**config.mk**
```make
export PLATFORM = sky130hd
export DESIGN_NAME = udma_out_rx
export DESIGN_NICKNAME = d
export VERILOG_FILES = /design/src/rtl/udma_rx_pkg.sv /design/src/rtl/udma_strobe_sync.sv /design/src/rtl/udma_crc_unit.sv /design/src/rtl/udma_err_latch.sv /design/src/rtl/udma_out_rx.sv
export SDC_FILE = /design/constraint.sdc
export NUM_CORES = 1
export LEC_CHECK = 0
export ABC_AREA = 1
export BUFFER_PORTS_ARGS = -buffer_cell sky130_fd_sc_hd__buf_2
export CAP_MARGIN = 5
export CORE_UTILIZATION = 45
export DETAILED_ROUTE_END_ITERATION = 8
export PLACE_DENSITY = 0.7
export RECOVER_POWER = 100
export SYNTH_ARGS = -nofsm -noshare
export SYNTH_HDL_FRONTEND = slang
export SYNTH_SLANG_ARGS = --single-unit
```
**constraint.sdc**
```tcl
create_clock -name clk -period 2.1 [get_ports clk]
set_input_delay 0.105 -clock clk [delete_from_list [all_inputs] [get_ports clk]]
set_output_delay 0.105 -clock clk [all_outputs]
set_load 0.03 [all_outputs]
```
**src/rtl/udma_rx_pkg.sv**
```systemverilog
package udma_rx_pkg;
  localparam int unsigned CRC_W = 16;
  localparam logic [CRC_W-1:0] CRC_POLY_DEF = 16'h1021;
  localparam logic [CRC_W-1:0] CRC_SEED_DEF = 16'h4ABA;

  typedef enum logic [1:0] {
    ST_IDLE = 2'd0,
    ST_DATA = 2'd1,
    ST_CRC  = 2'd2
  } rx_state_e;
endpackage

```
**src/rtl/udma_strobe_sync.sv**
```systemverilog
module udma_strobe_sync #(
  parameter int unsigned STAGES = 2
) (
  input  logic clk,
  input  logic rst_n,
  input  logic strobe_in,
  output logic toggle
);
  localparam int unsigned TOP = STAGES;

  logic [TOP:0] sh_q;
  logic [TOP:0] sh_d;

  always_comb begin
    sh_d = {sh_q[TOP-1:0], strobe_in};
  end

  always_ff @(posedge clk or negedge rst_n) begin
    if (!rst_n) sh_q <= '0;
    else        sh_q <= sh_d;
  end

  // the oldest stage against the newest synchronised stage
  assign toggle = sh_q[TOP] ^ sh_q[TOP-1];
endmodule

```
**src/rtl/udma_crc_unit.sv**
```systemverilog
module udma_crc_unit #(
  parameter int unsigned DATA_W = 16,
  parameter int unsigned CRC_W  = 16,
  parameter logic [CRC_W-1:0] POLY = 16'h1021,
  parameter logic [CRC_W-1:0] SEED = 16'h4ABA
) (
  input  logic              clk,
  input  logic              rst_n,
  input  logic              load,
  input  logic              upd,
  input  logic [DATA_W-1:0] din,
  output logic [CRC_W-1:0]  crc_q
);
  logic [CRC_W-1:0] step;
  logic [CRC_W-1:0] crc_d;

  always_comb begin : serial_fold
    logic [CRC_W-1:0] c;
    logic fb;
    c = crc_q;
    for (int i = DATA_W - 1; i >= 0; i--) begin
      fb = c[CRC_W-1] ^ din[i];
      c  = {c[CRC_W-2:0], 1'b0} ^ (fb ? POLY : '0);
    end
    step = c;
  end

  always_comb begin
    crc_d = crc_q;
    if (load)     crc_d = SEED;
    else if (upd) crc_d = step;
  end

  always_ff @(posedge clk or negedge rst_n) begin
    if (!rst_n) crc_q <= SEED;
    else        crc_q <= crc_d;
  end
endmodule

```
**src/rtl/udma_err_latch.sv**
```systemverilog
module udma_err_latch (
  input  logic clk,
  input  logic rst_n,
  input  logic clr,
  input  logic set,
  output logic flag
);
  logic flag_d;

  always_comb begin
    flag_d = flag;
    if (clr)      flag_d = 1'b0;
    else if (set) flag_d = 1'b1;
  end

  always_ff @(posedge clk or negedge rst_n) begin
    if (!rst_n) flag <= 1'b0;
    else        flag <= flag_d;
  end
endmodule

```
**src/rtl/udma_out_rx.sv**
```systemverilog
module udma_out_rx
  import udma_rx_pkg::*;
#(
  parameter int unsigned DATA_W      = 16,
  parameter int unsigned SYNC_STAGES = 2,
  parameter logic [CRC_W-1:0] POLY   = CRC_POLY_DEF,
  parameter logic [CRC_W-1:0] SEED   = CRC_SEED_DEF
) (
  input  logic              clk,
  input  logic              rst_n,
  input  logic              udma_en,
  input  logic              dma_cmd_act,
  input  logic              dev_req,
  input  logic              host_ack,
  input  logic              cmd_start,
  input  logic              hstrobe,
  input  logic [DATA_W-1:0] hdata,
  output logic              word_valid,
  output logic [DATA_W-1:0] word_data,
  output logic              burst_active,
  output logic              crc_err
);
  rx_state_e         state_q, state_d;
  logic              tog;
  logic              burst_go;
  logic              crc_load, crc_upd, cmp_fire, crc_bad;
  logic [CRC_W-1:0]  crc_q;
  logic              wv_d;
  logic [DATA_W-1:0] wd_d;

  udma_strobe_sync #(.STAGES(SYNC_STAGES)) u_sync (
    .clk(clk), .rst_n(rst_n), .strobe_in(hstrobe), .toggle(tog)
  );

  udma_crc_unit #(.DATA_W(DATA_W), .CRC_W(CRC_W), .POLY(POLY), .SEED(SEED)) u_crc (
    .clk(clk), .rst_n(rst_n), .load(crc_load), .upd(crc_upd),
    .din(hdata), .crc_q(crc_q)
  );

  udma_err_latch u_err (
    .clk(clk), .rst_n(rst_n), .clr(cmd_start), .set(crc_bad), .flag(crc_err)
  );

  assign burst_go = udma_en & dma_cmd_act & dev_req & host_ack;

  always_comb begin
    state_d  = state_q;
    wv_d     = 1'b0;
    wd_d     = word_data;
    crc_load = 1'b0;
    crc_upd  = 1'b0;
    cmp_fire = 1'b0;
    case (state_q)
      ST_IDLE: begin
        if (burst_go) begin
          state_d  = ST_DATA;
          crc_load = 1'b1;
        end
      end
      ST_DATA: begin
        if (!host_ack) begin
          // a word arriving as acknowledge drops is the host CRC
          if (tog) begin
            cmp_fire = 1'b1;
            state_d  = ST_IDLE;
          end else begin
            state_d  = ST_CRC;
          end
        end else if (tog) begin
          wv_d    = 1'b1;
          wd_d    = hdata;
          crc_upd = 1'b1;
        end
      end
      ST_CRC: begin
        if (tog) begin
          cmp_fire = 1'b1;
          state_d  = ST_IDLE;
        end
      end
      default: state_d = ST_IDLE;
    endcase
  end

  assign crc_bad = cmp_fire & (hdata != crc_q);

  always_ff @(posedge clk or negedge rst_n) begin
    if (!rst_n) begin
      state_q    <= ST_IDLE;
      word_valid <= 1'b0;
      word_data  <= '0;
    end else begin
      state_q    <= state_d;
      word_valid <= wv_d;
      word_data  <= wd_d;
    end
  end

  assign burst_active = (state_q == ST_DATA);
endmodule

```
Word-level counts from Yosys, hierarchy flattened
Cells that the tools add are included.

Register bits after elaboration: 39. Bits in latches: 0. Bits in writable memories: 0. ROM bits: 0. Bits of input ports: 24. Output and inout port bits: 19. Word-level logic and storage cells: 86. Memories kept: 0.

Add/subtract/negate cells: 0. $mul: 0. Div/mod/pow operators: 0. Order comparisons: 0. Equality and inequality tests: 6. Shift-type cells: 0. Muxes and demuxes: 32. Bitwise operators: 37. Reductions and logical operators: 5.

Operators by type and width (count): 16-bit XOR (16); 13-bit 2-to-1 mux (16); 16-bit 2-to-1 mux (2); 1-bit XOR (17); 16-bit inequality test (1); 1-bit 2-to-1 mux (8); 2-bit 2-to-1 mux (4); 2-bit inequality test (second input constant) (3); 2-bit one-hot mux with 3 select lines (1); 3-bit AND reduction (2); 1-bit AND (4); 2-bit nonzero test (2); 2-bit by 1-bit equality test with 1-bit output (second input constant) (1); 2-bit equality test (second input constant) (1); 2-bit zero test (1); 1-bit one-hot mux with 2 select lines (1).

Depth between registers and ports, before layout
Gate-level depths: netlist of the first run.

Depth in word-level cells: 50. Gate-level depth with buffers: 14. Mapped depth without buffers: 14.

Hierarchy
A second synthesis of the first run with hierarchy kept.

Cells, all modules: 384. Area, all modules: 2715.1 µm².

By module, submodules not included: udma_crc_unit (times used 1, cells an instance 204, area an instance 1398.8 µm², sequential area each 410.4 µm²); udma_out_rx (times used 1, cells an instance 169, area an instance 1189.9 µm², sequential area each 475.5 µm²); udma_strobe_sync (times used 1, cells an instance 8, area an instance 93.8 µm², sequential area each 75.1 µm²); udma_err_latch (times used 1, cells an instance 3, area an instance 32.5 µm², sequential area each 25.0 µm²).

Least setup slack after synthesis of the first run
Ideal clock, no wire load.

Path type: register to register. From: register state_q[1]. To: register u_crc.crc_q[5]. Setup time: 0.072 ns. Arrival time: 1.660 ns. Required time: 2.028 ns. Slack: 0.368 ns. Cell stages (with the launch flop): 11. Buffers on the path: 1. Clock period less this slack: 1.732 ns. Path through: dfrtp_1 > inv_1 > ha_1 > nand2_1 > nor2_2 > inv_2 > nor2_2 > buf_6 > nand3_1 > nand2_1 > inv_1.

Longest elaborated chain between the ends: 3. Elaborated cells between the ends (all ways): 6. Those cells by class: eq/ne: 1; mux: 3; reduce/logical: 2.

Ends and longest elaborated chain: start, declared (RTL line udma_out_rx.sv:23) `rx_state_e state_q, state_d;`; start signal, assigned (RTL line udma_out_rx.sv:93) `state_q <= state_d;`; 2-bit by 1-bit equality test with 1-bit output; via burst_active (RTL line udma_out_rx.sv:20) `output logic burst_active,`; 1-bit 2-to-1 mux (RTL line udma_out_rx.sv:53) `case (state_q)`; 2-bit nonzero test (no source line); end signal, assigned (RTL line udma_crc_unit.sv:36) `else crc_q <= crc_d;`; end, declared (RTL line udma_crc_unit.sv:12) `output logic [CRC_W-1:0] crc_q`.

The timed path passes the listed nets, and every way through them passes these cells. A chain may end at the register's enable or synchronous reset.

Final worst setup path of the first run
From: register state_q[1]. To: register u_crc.crc_q[2].

Longest elaborated chain between the ends: 3. Elaborated cells between the ends (all ways): 6. Those cells by class: eq/ne: 1; mux: 3; reduce/logical: 2.

Ends and longest elaborated chain (RTL line): 2-bit by 1-bit equality test with 1-bit output / 2-bit zero test (equally long branches) (udma_out_rx.sv:53); 1-bit 2-to-1 mux (udma_out_rx.sv:53); 2-bit nonzero test (no source line) / 16-bit 2-to-1 mux (equally long branches).

Several ways; a longest one is shown, not always the timed one.

==> metrics.md, run 1 <==
| Metric | Value |
|---|---|
| DP HPWL | 4.007 mm |
| Area occupied by multi-input gates | 1229 um2 |
| Sink Count | 39 |
| Die area | 5643 um2 |
| Detailed Route WL | 5.340 mm |
| Mapped Nets | 347 |
| Core ar. | 5140 um2 |
| RSZ-0062 raised after global routing | false |
| Mux cell area share after synthesis | 0 |
| Setup violators final | 0 |
| Max Slew Vio Count | 0 |
| DRC | 0 |
| Outcome | finished, final reports clean |
| Max cap viols | 0 |
| Vias in the first global route | 1938 |
| Worst VDD drop | 0.5751 mV |
| Mapped cell area | 2406 um2 |
| Cell Pwr Density | 1708 nW/um2 |
| CTS Buf Count | 5 |
| Row Count | 26 |
| Via count | 2090 |
| Post-synthesis adder-cell area fraction | 0.01560 |
| Clk_skew | 0.002311 ns |
| Reg-to-reg startpoint | state_q[1]$_DFFE_PN0P_ |
| Global-route wire length before repair | 8.673 mm |
| Post-CTS Setup Repair Bufs | 0 |
| Top-area cell type share of the netlist area | 0.3224 |
| Slew margin rel. | 0.3349 |
| 1st-iter DRT viols | 146 |
| DP Worst Slack | 0.3719 ns |
| Distinct cells, synth | 30 |
| Final RePlAce weighted congestion | 0.8776 |
| Largest net degree at the start of global routing | 40 |
| Worst Reg-to-Reg Cells | 8 |
| Initial Util | 0.4681 |
| First-pass iteration count of the detailed router | 4 |
| Commonest cells post-synth | 121 x nand2_1, 36 x inv_1, 31 x dfrtp_1 |
| Initial antenna violation count | 0 |
| CP Launch Type | register |
| Post-Layout Cell Count | 442 |
| Crit path DAT | 2.03 ns |
| R2R Path End | u_crc.crc_q[2]$_DFFE_PN0P_ |
| Largest cells by area after synthesis | dfrtp_1 32%, nand2_1 19%, dfstp_2 8.7% |
| CTS Buffer Depth | 2 |
| Gr usage total | 0.2089 |
| Placed Instance Area | 2703 um2 |
| Hold WC Path Type | input port to register |
| Yosys top cell by area | dfrtp_1 |
| Average via count per standard cell | 4.729 |
| Layout cell share with drive strength beyond 1 | 0.2043 |
| WHS Endpoint | word_data[2]$_DFFE_PN0P_ |
| Root Buffer | clkbuf_8 |
| Top FF cell, synth | dfrtp_1 |
| Worst Slack Setup Final | 0.2589 ns |
| Main combinational cell family by area after synthesis | simple AND/OR/NAND/NOR gates |
| Syn Area/Cell | 7.519 um2 |
| H-tree Lvls | 2 |
| Clock Pin Slew Worst Setup and Hold Paths | 0.08 ns |
| Flop2flop setup slack | 0.26 ns |
| Hold Fails Final Rpt | 0 |
| Clock Latency Late Sink | 0.29 ns |
| Slowest-stage cell, CP | dfrtp_1 |
| CP Capture Type | register |
| Worst-path fanout max | 9 |
| Die Y | 75.12 um |
| Final Critical Period | 1.841 ns |
| Setup_tns | 0 ns |
| CTS tree | done |
| Leak | 1.504 nW |
| ANT nets after route | 0 |
| Mapped Cells | 320 |
| Routed wire length per instance | 12.08 um |
| Peak per-stage delay on the critical path | 0.40 ns |
| XOR/XNOR Fraction of Synth Area | 0.08268 |
| Ys Warns | 0 |
| Final period util | 0.8767 |
| Count leader, synth | nand2_1 |
| Synth Register Bits | 39 |
| Hold depth | 3 |
| Area Overhead vs Synth | 17.21% |
| Post-synth ARST share | 1.000 |
| F_max | 543.2 MHz |
| Sequential Area | 985.9 um2 |
| Fill count | 531 |
| Die Wd | 75.12 um |
| Least-Margin Pin Slew | 0.9976 ns |
| Post-synthesis sequential area ratio | 0.4098 |
| I/O Buffers | 42 |
| Post-synth EDFFs | 0 |
| Synth Area in Simple Gates | 0.3755 |
| Sequence of cells on the critical path | inv_1, ha_1, nand2_1, nor2_1, inv_2, nand2_1, inv_2, a22o_1 |
| Fin area | 2820 um2 |
| Ports | 43 |
| Nets | 398 |
| Hold path start | hdata[2] |
| CP required | 2.28 ns |
| Fin util | 0.5487 |
| Placed Cells | 431 |
| Complex-gate fraction of the synthesized area | 0.04316 |
| Setup Crit Path Kind | register to register |
| GRT overflow | 0 |
| # diodes | 0 |
==> state kept, by name, indices dropped and copies added (netlist names) <==
signal and flops:
u_crc.crc_q 16, word_data 16, u_sync.sh_q 3, state_q 2
u_err.flag 1, word_valid 1
==> worst max-delay path by stage <==
| stage | from | endpoint | depth (start not counted) |
|---|---|---|---|
| finish | state_q[1]$_DFFE_PN0P_ | u_crc.crc_q[2]$_DFFE_PN0P_ | 8 |
| global route | u_crc.crc_q[14]$_DFFE_PN1P_ | u_crc.crc_q[7]$_DFFE_PN1P_ | 11 |
| CTS | state_q[1]$_DFFE_PN0P_ | u_crc.crc_q[9]$_DFFE_PN1P_ | 10 |
| detailed placement | state_q[1]$_DFFE_PN0P_ | u_crc.crc_q[9]$_DFFE_PN1P_ | 10 |
| global placement | state_q[1]$_DFFE_PN0P_ | u_crc.crc_q[9]$_DFFE_PN1P_ | 10 |
| floorplan | state_q[1]$_DFFE_PN0P_ | u_crc.crc_q[5]$_DFFE_PN1P_ | 10 |
==> cells in the final DEF, fill, tap and decap left out, types with 5 or more instances in the layout <==
cell type and n:
clkbuf_8 5, nand2_1 123, nor2_1 10, dfstp_2 7, nand2_4 9, inv_1 36, o21ai_0 9, buf_2 22
xor2_1 14, dfrtp_1 31, xnor2_1 6, nand2_2 19, nand3_1 25, clkbuf_1 21
==> through the flow <==
step                total power, mW  hold slack [ns]
floorplan                     3.531          -0.1906
global placement              4.084           0.2292
detailed placement            4.136           0.2380
CTS                           4.920          0.03686
global route                  5.252          0.04996
finish                        4.816          0.03927
==> per-layer routing <==
layer  vias to the layer above  track usage  routed length, um
li1                       1079            -                  -
met1                       969       0.2710               2584
met2                        36       0.3614               2508
met3                         6      0.03748                194
met4                         0      0.05031                 52
met5                         -            0                  0
==> cell families after synthesis <==
kind of cell / after synthesis
compound gates: 19
xor+xnor: 21
buf+inv: 44
simple gates: 194
flops: 39
fa+ha+maj: 3
==> final cells by class <==
| cell class | count | share of cell area |
|---|---|---|
| multi-input cells | 237 | 0.4357 |
| flip-flops and latches | 39 | 0.3496 |
| repair buffers | 48 | 0.08252 |
| inverters | 40 | 0.05413 |
| well taps | 70 | 0.03106 |
| clock buffers | 6 | 0.02573 |
| clock inverters | 2 | 0.02130 |
==> critical path: cells and delay by family (launching register included) <==
| family | cells | cell delay, ns |
|---|---|---|
| buf+inv | 3 | 0.33 |
| flops | 1 | 0.40 |
| compound gates | 1 | 0.26 |
| fa+ha+maj | 1 | 0.21 |
| simple gates | 3 | 0.53 |
==> where the power goes <==
part / switching (mW) / internal [mW]
logic: 1.87 / 0.889
clock network: 0.268 / 0.475
registers: 0.205 / 1.11
==> timing repair <==
item                      in CTS  in global routing
hold buffers                   3                  0
hold endpoints to repair      33                  0
resized for setup              0                  0
(Power assumes the default switching activity.)
==> inputs of run 2 (changes only) <==
==> constraint.sdc (replaced) <==
create_clock -name clk -period 2.1 [get_ports clk]
set_input_delay 0.42 -clock clk [delete_from_list [all_inputs] [get_ports clk]]
set_output_delay 0.42 -clock clk [all_outputs]
set_load 0.03 [all_outputs]
==> run 2 against run 1 <==
  * Hold slack gained 0.19 ns
  * Largest power group unchanged
  * Clock power grew 2%
  * Combinational power is essentially flat
  * First-iteration DRC count shrank 18%
  * Critical endpoint unchanged
  * Clock skew grew 0.0039 ns
  * Power grew 0.58%
==> metrics.md, run 2 (synthesized netlist as in run 1, its figures left out) <==
| Metric | Value |
|---|---|
| Outcome | finished, final reports clean |
| Post-cts resize count | 0 |
| Routed wire length per instance | 12.35 um |
| Sw frac | 0.4881 |
| Vias in the first global route | 1955 |
| Clock Pin Slew Worst Setup and Hold Paths | 0.08 ns |
| CTS Buffer Depth | 2 |
| Nets | 396 |
| Leak | 1.494 nW |
| CP Capture Type | register |
| Least-Margin Pin Slew | 1.021 ns |
| Slew margin rel. | 0.3190 |
| Clock Latency Late Sink | 0.29 ns |
| Critical path startpoint | state_q[1]$_DFFE_PN0P_ |
| Post-CTS Setup Repair Bufs | 0 |
| Worst-path fanout max | 23 |
| Setup Crit Path Kind | register to register |
| Final Critical Period | 1.832 ns |
| DRC | 0 |
| Row Count | 26 |
| Detailed Route WL | 5.433 mm |
| Largest net degree at the start of global routing | 24 |
| Initial antenna violation count | 0 |
| I/O Buffers | 42 |
| Fill count | 532 |
| Layout cell share with drive strength beyond 1 | 0.2162 |
| Initial Util | 0.4681 |
| Final RePlAce weighted congestion | 0.8707 |
| Combinational share of power | 0.570 |
| Largest regs | u_crc.crc_q (16), word_data (16), u_sync.sh_q (3) |
| CTS Buf Count | 5 |
| Sequential Area | 985.9 um2 |
| F_max | 545.9 MHz |
| Hold_buf cts | 0 |
| Reg-to-reg startpoint | state_q[1]$_DFFE_PN0P_ |
| Setup violators final | 0 |
| Crit path DAT | 2.02 ns |
| CP required | 2.29 ns |
| Hold Fails Final Rpt | 0 |
| GRT overflow | 0 |
| Hold WC Path Type | input port to register |
| First-pass iteration count of the detailed router | 4 |
| Final period util | 0.8722 |
| Die Wd | 75.12 um |
| Clock power share | 0.156 |
| 1st-iter DRT viols | 120 |
| Internal power | 2.480 mW |
| Max Slew Vio Count | 0 |
| Sink Count | 39 |
| Area Overhead vs Synth | 16.59% |
| Worst Reg-to-Reg Cells | 8 |
| Root Buffer | clkbuf_8 |
| Core ar. | 5140 um2 |
| Highest-count cells in the layout ignoring fill and taps | 121 x nand2_1, 36 x inv_1, 31 x dfrtp_1 |
| Post-Layout Cell Count | 440 |
| Area occupied by multi-input gates | 1234 um2 |
| CP Launch Type | register |
| CP endpoint | u_crc.crc_q[2]$_DFFE_PN0P_ |
| Psw | 2.364 mW |
| Gr usage total | 0.2126 |
| R2R Path End | u_crc.crc_q[2]$_DFFE_PN0P_ |
| Die Y | 75.12 um |
| Setup_tns | 0 ns |
| Average via count per standard cell | 4.670 |
| Cell Pwr Density | 1727 nW/um2 |
| Max cap viols | 0 |
| Most common cell after layout, fill and taps aside | nand2_1 |
| Flop2flop setup slack | 0.27 ns |
| Global-route wire length before repair | 8.970 mm |
| H-tree Lvls | 2 |
| # diodes | 0 |
| Reg power frac | 0.274 |
| Via count | 2055 |
| Clk_skew | 0.006236 ns |
| Worst VDD drop | 0.7468 mV |
| Ports | 43 |
| ANT nets after route | 0 |
| DP HPWL | 4.205 mm |
| Placed Cells | 432 |
| CTS tree | done |
| RSZ-0062 raised after global routing | false |
| Die area | 5643 um2 |
run 2: changes by cell type in the layout (fill, tap and decap cells not counted), moves of 2 or more:
cell           previous run  this run
dlygate4sd3_1             3         0
nand2_2                  19        21
nand2_1                 123       121
o21ai_1                   3         1
o21ai_0                   9        11
run 2: worst min-delay path by stage:
stage / start / end / cells after the start
4_1_cts: rst_n / u_crc.crc_q[10]$_DFFE_PN0P_ / 1
3_3_place_gp: u_sync.sh_q[0]$_DFF_PN0_ / u_sync.sh_q[1]$_DFF_PN0_ / 0
5_1_grt: hstrobe / u_sync.sh_q[0]$_DFF_PN0_ / 1
6_report: hstrobe / u_sync.sh_q[0]$_DFF_PN0_ / 1
3_5_place_dp: u_sync.sh_q[0]$_DFF_PN0_ / u_sync.sh_q[1]$_DFF_PN0_ / 0
2_1_floorplan: rst_n / state_q[0]$_DFFE_PN0P_ / 0
run 2: critical path, cell delays in order (launching register included):
cell	delay, ns
dfrtp_1	0.40
inv_1	0.08
ha_1	0.21
nand2_1	0.08
nor2_1	0.17
inv_2	0.20
nand2_2	0.22
inv_2	0.12
a22o_1	0.24
run 2: per-layer routing:
layer | wire [um] | vias to the layer above | track usage
met1 | 2523 | 937 | 0.2785
met5 | 0 | - | 0
met3 | 242 | 5 | 0.03748
met2 | 2619 | 41 | 0.3654
li1 | - | 1072 | -
met4 | 47 | 0 | 0.05031
run 2: metrics by stage:
step                      setup WS (ns)  area, um2  total power [mW]  utilization  hold WS [ns]
final                            0.2683       2805             4.844       0.5458        0.2335
after global routing            0.06010       2805             5.299       0.5458        0.2239
after CTS                        0.2706       2859             4.936       0.5562       0.08993
after detailed placement         0.2686       2723             4.157       0.5297        0.3402
after global placement           0.3386       2723             4.075       0.5297        0.3330
after floorplan                  0.3679       2406             3.531            -        0.1244
run 2: final cells by class:
cell class	count	area share
clock buffers	5	0.02453
inverters	40	0.05442
multi-input cells	237	0.4398
repair buffers	46	0.07449
well taps	70	0.03122
clock inverters	3	0.02409
flip-flops and latches	39	0.3515
run 2: power groups by stage:
stage | clock (mW) | combinational (mW) | sequential [mW]
after global routing | 0.803 | 3.13 | 1.37
final | 0.756 | 2.76 | 1.33
after floorplan | 0 | 1.92 | 1.61
after detailed placement | 0 | 2.82 | 1.33
after global placement | 0 | 2.75 | 1.32
after CTS | 0.775 | 2.84 | 1.32
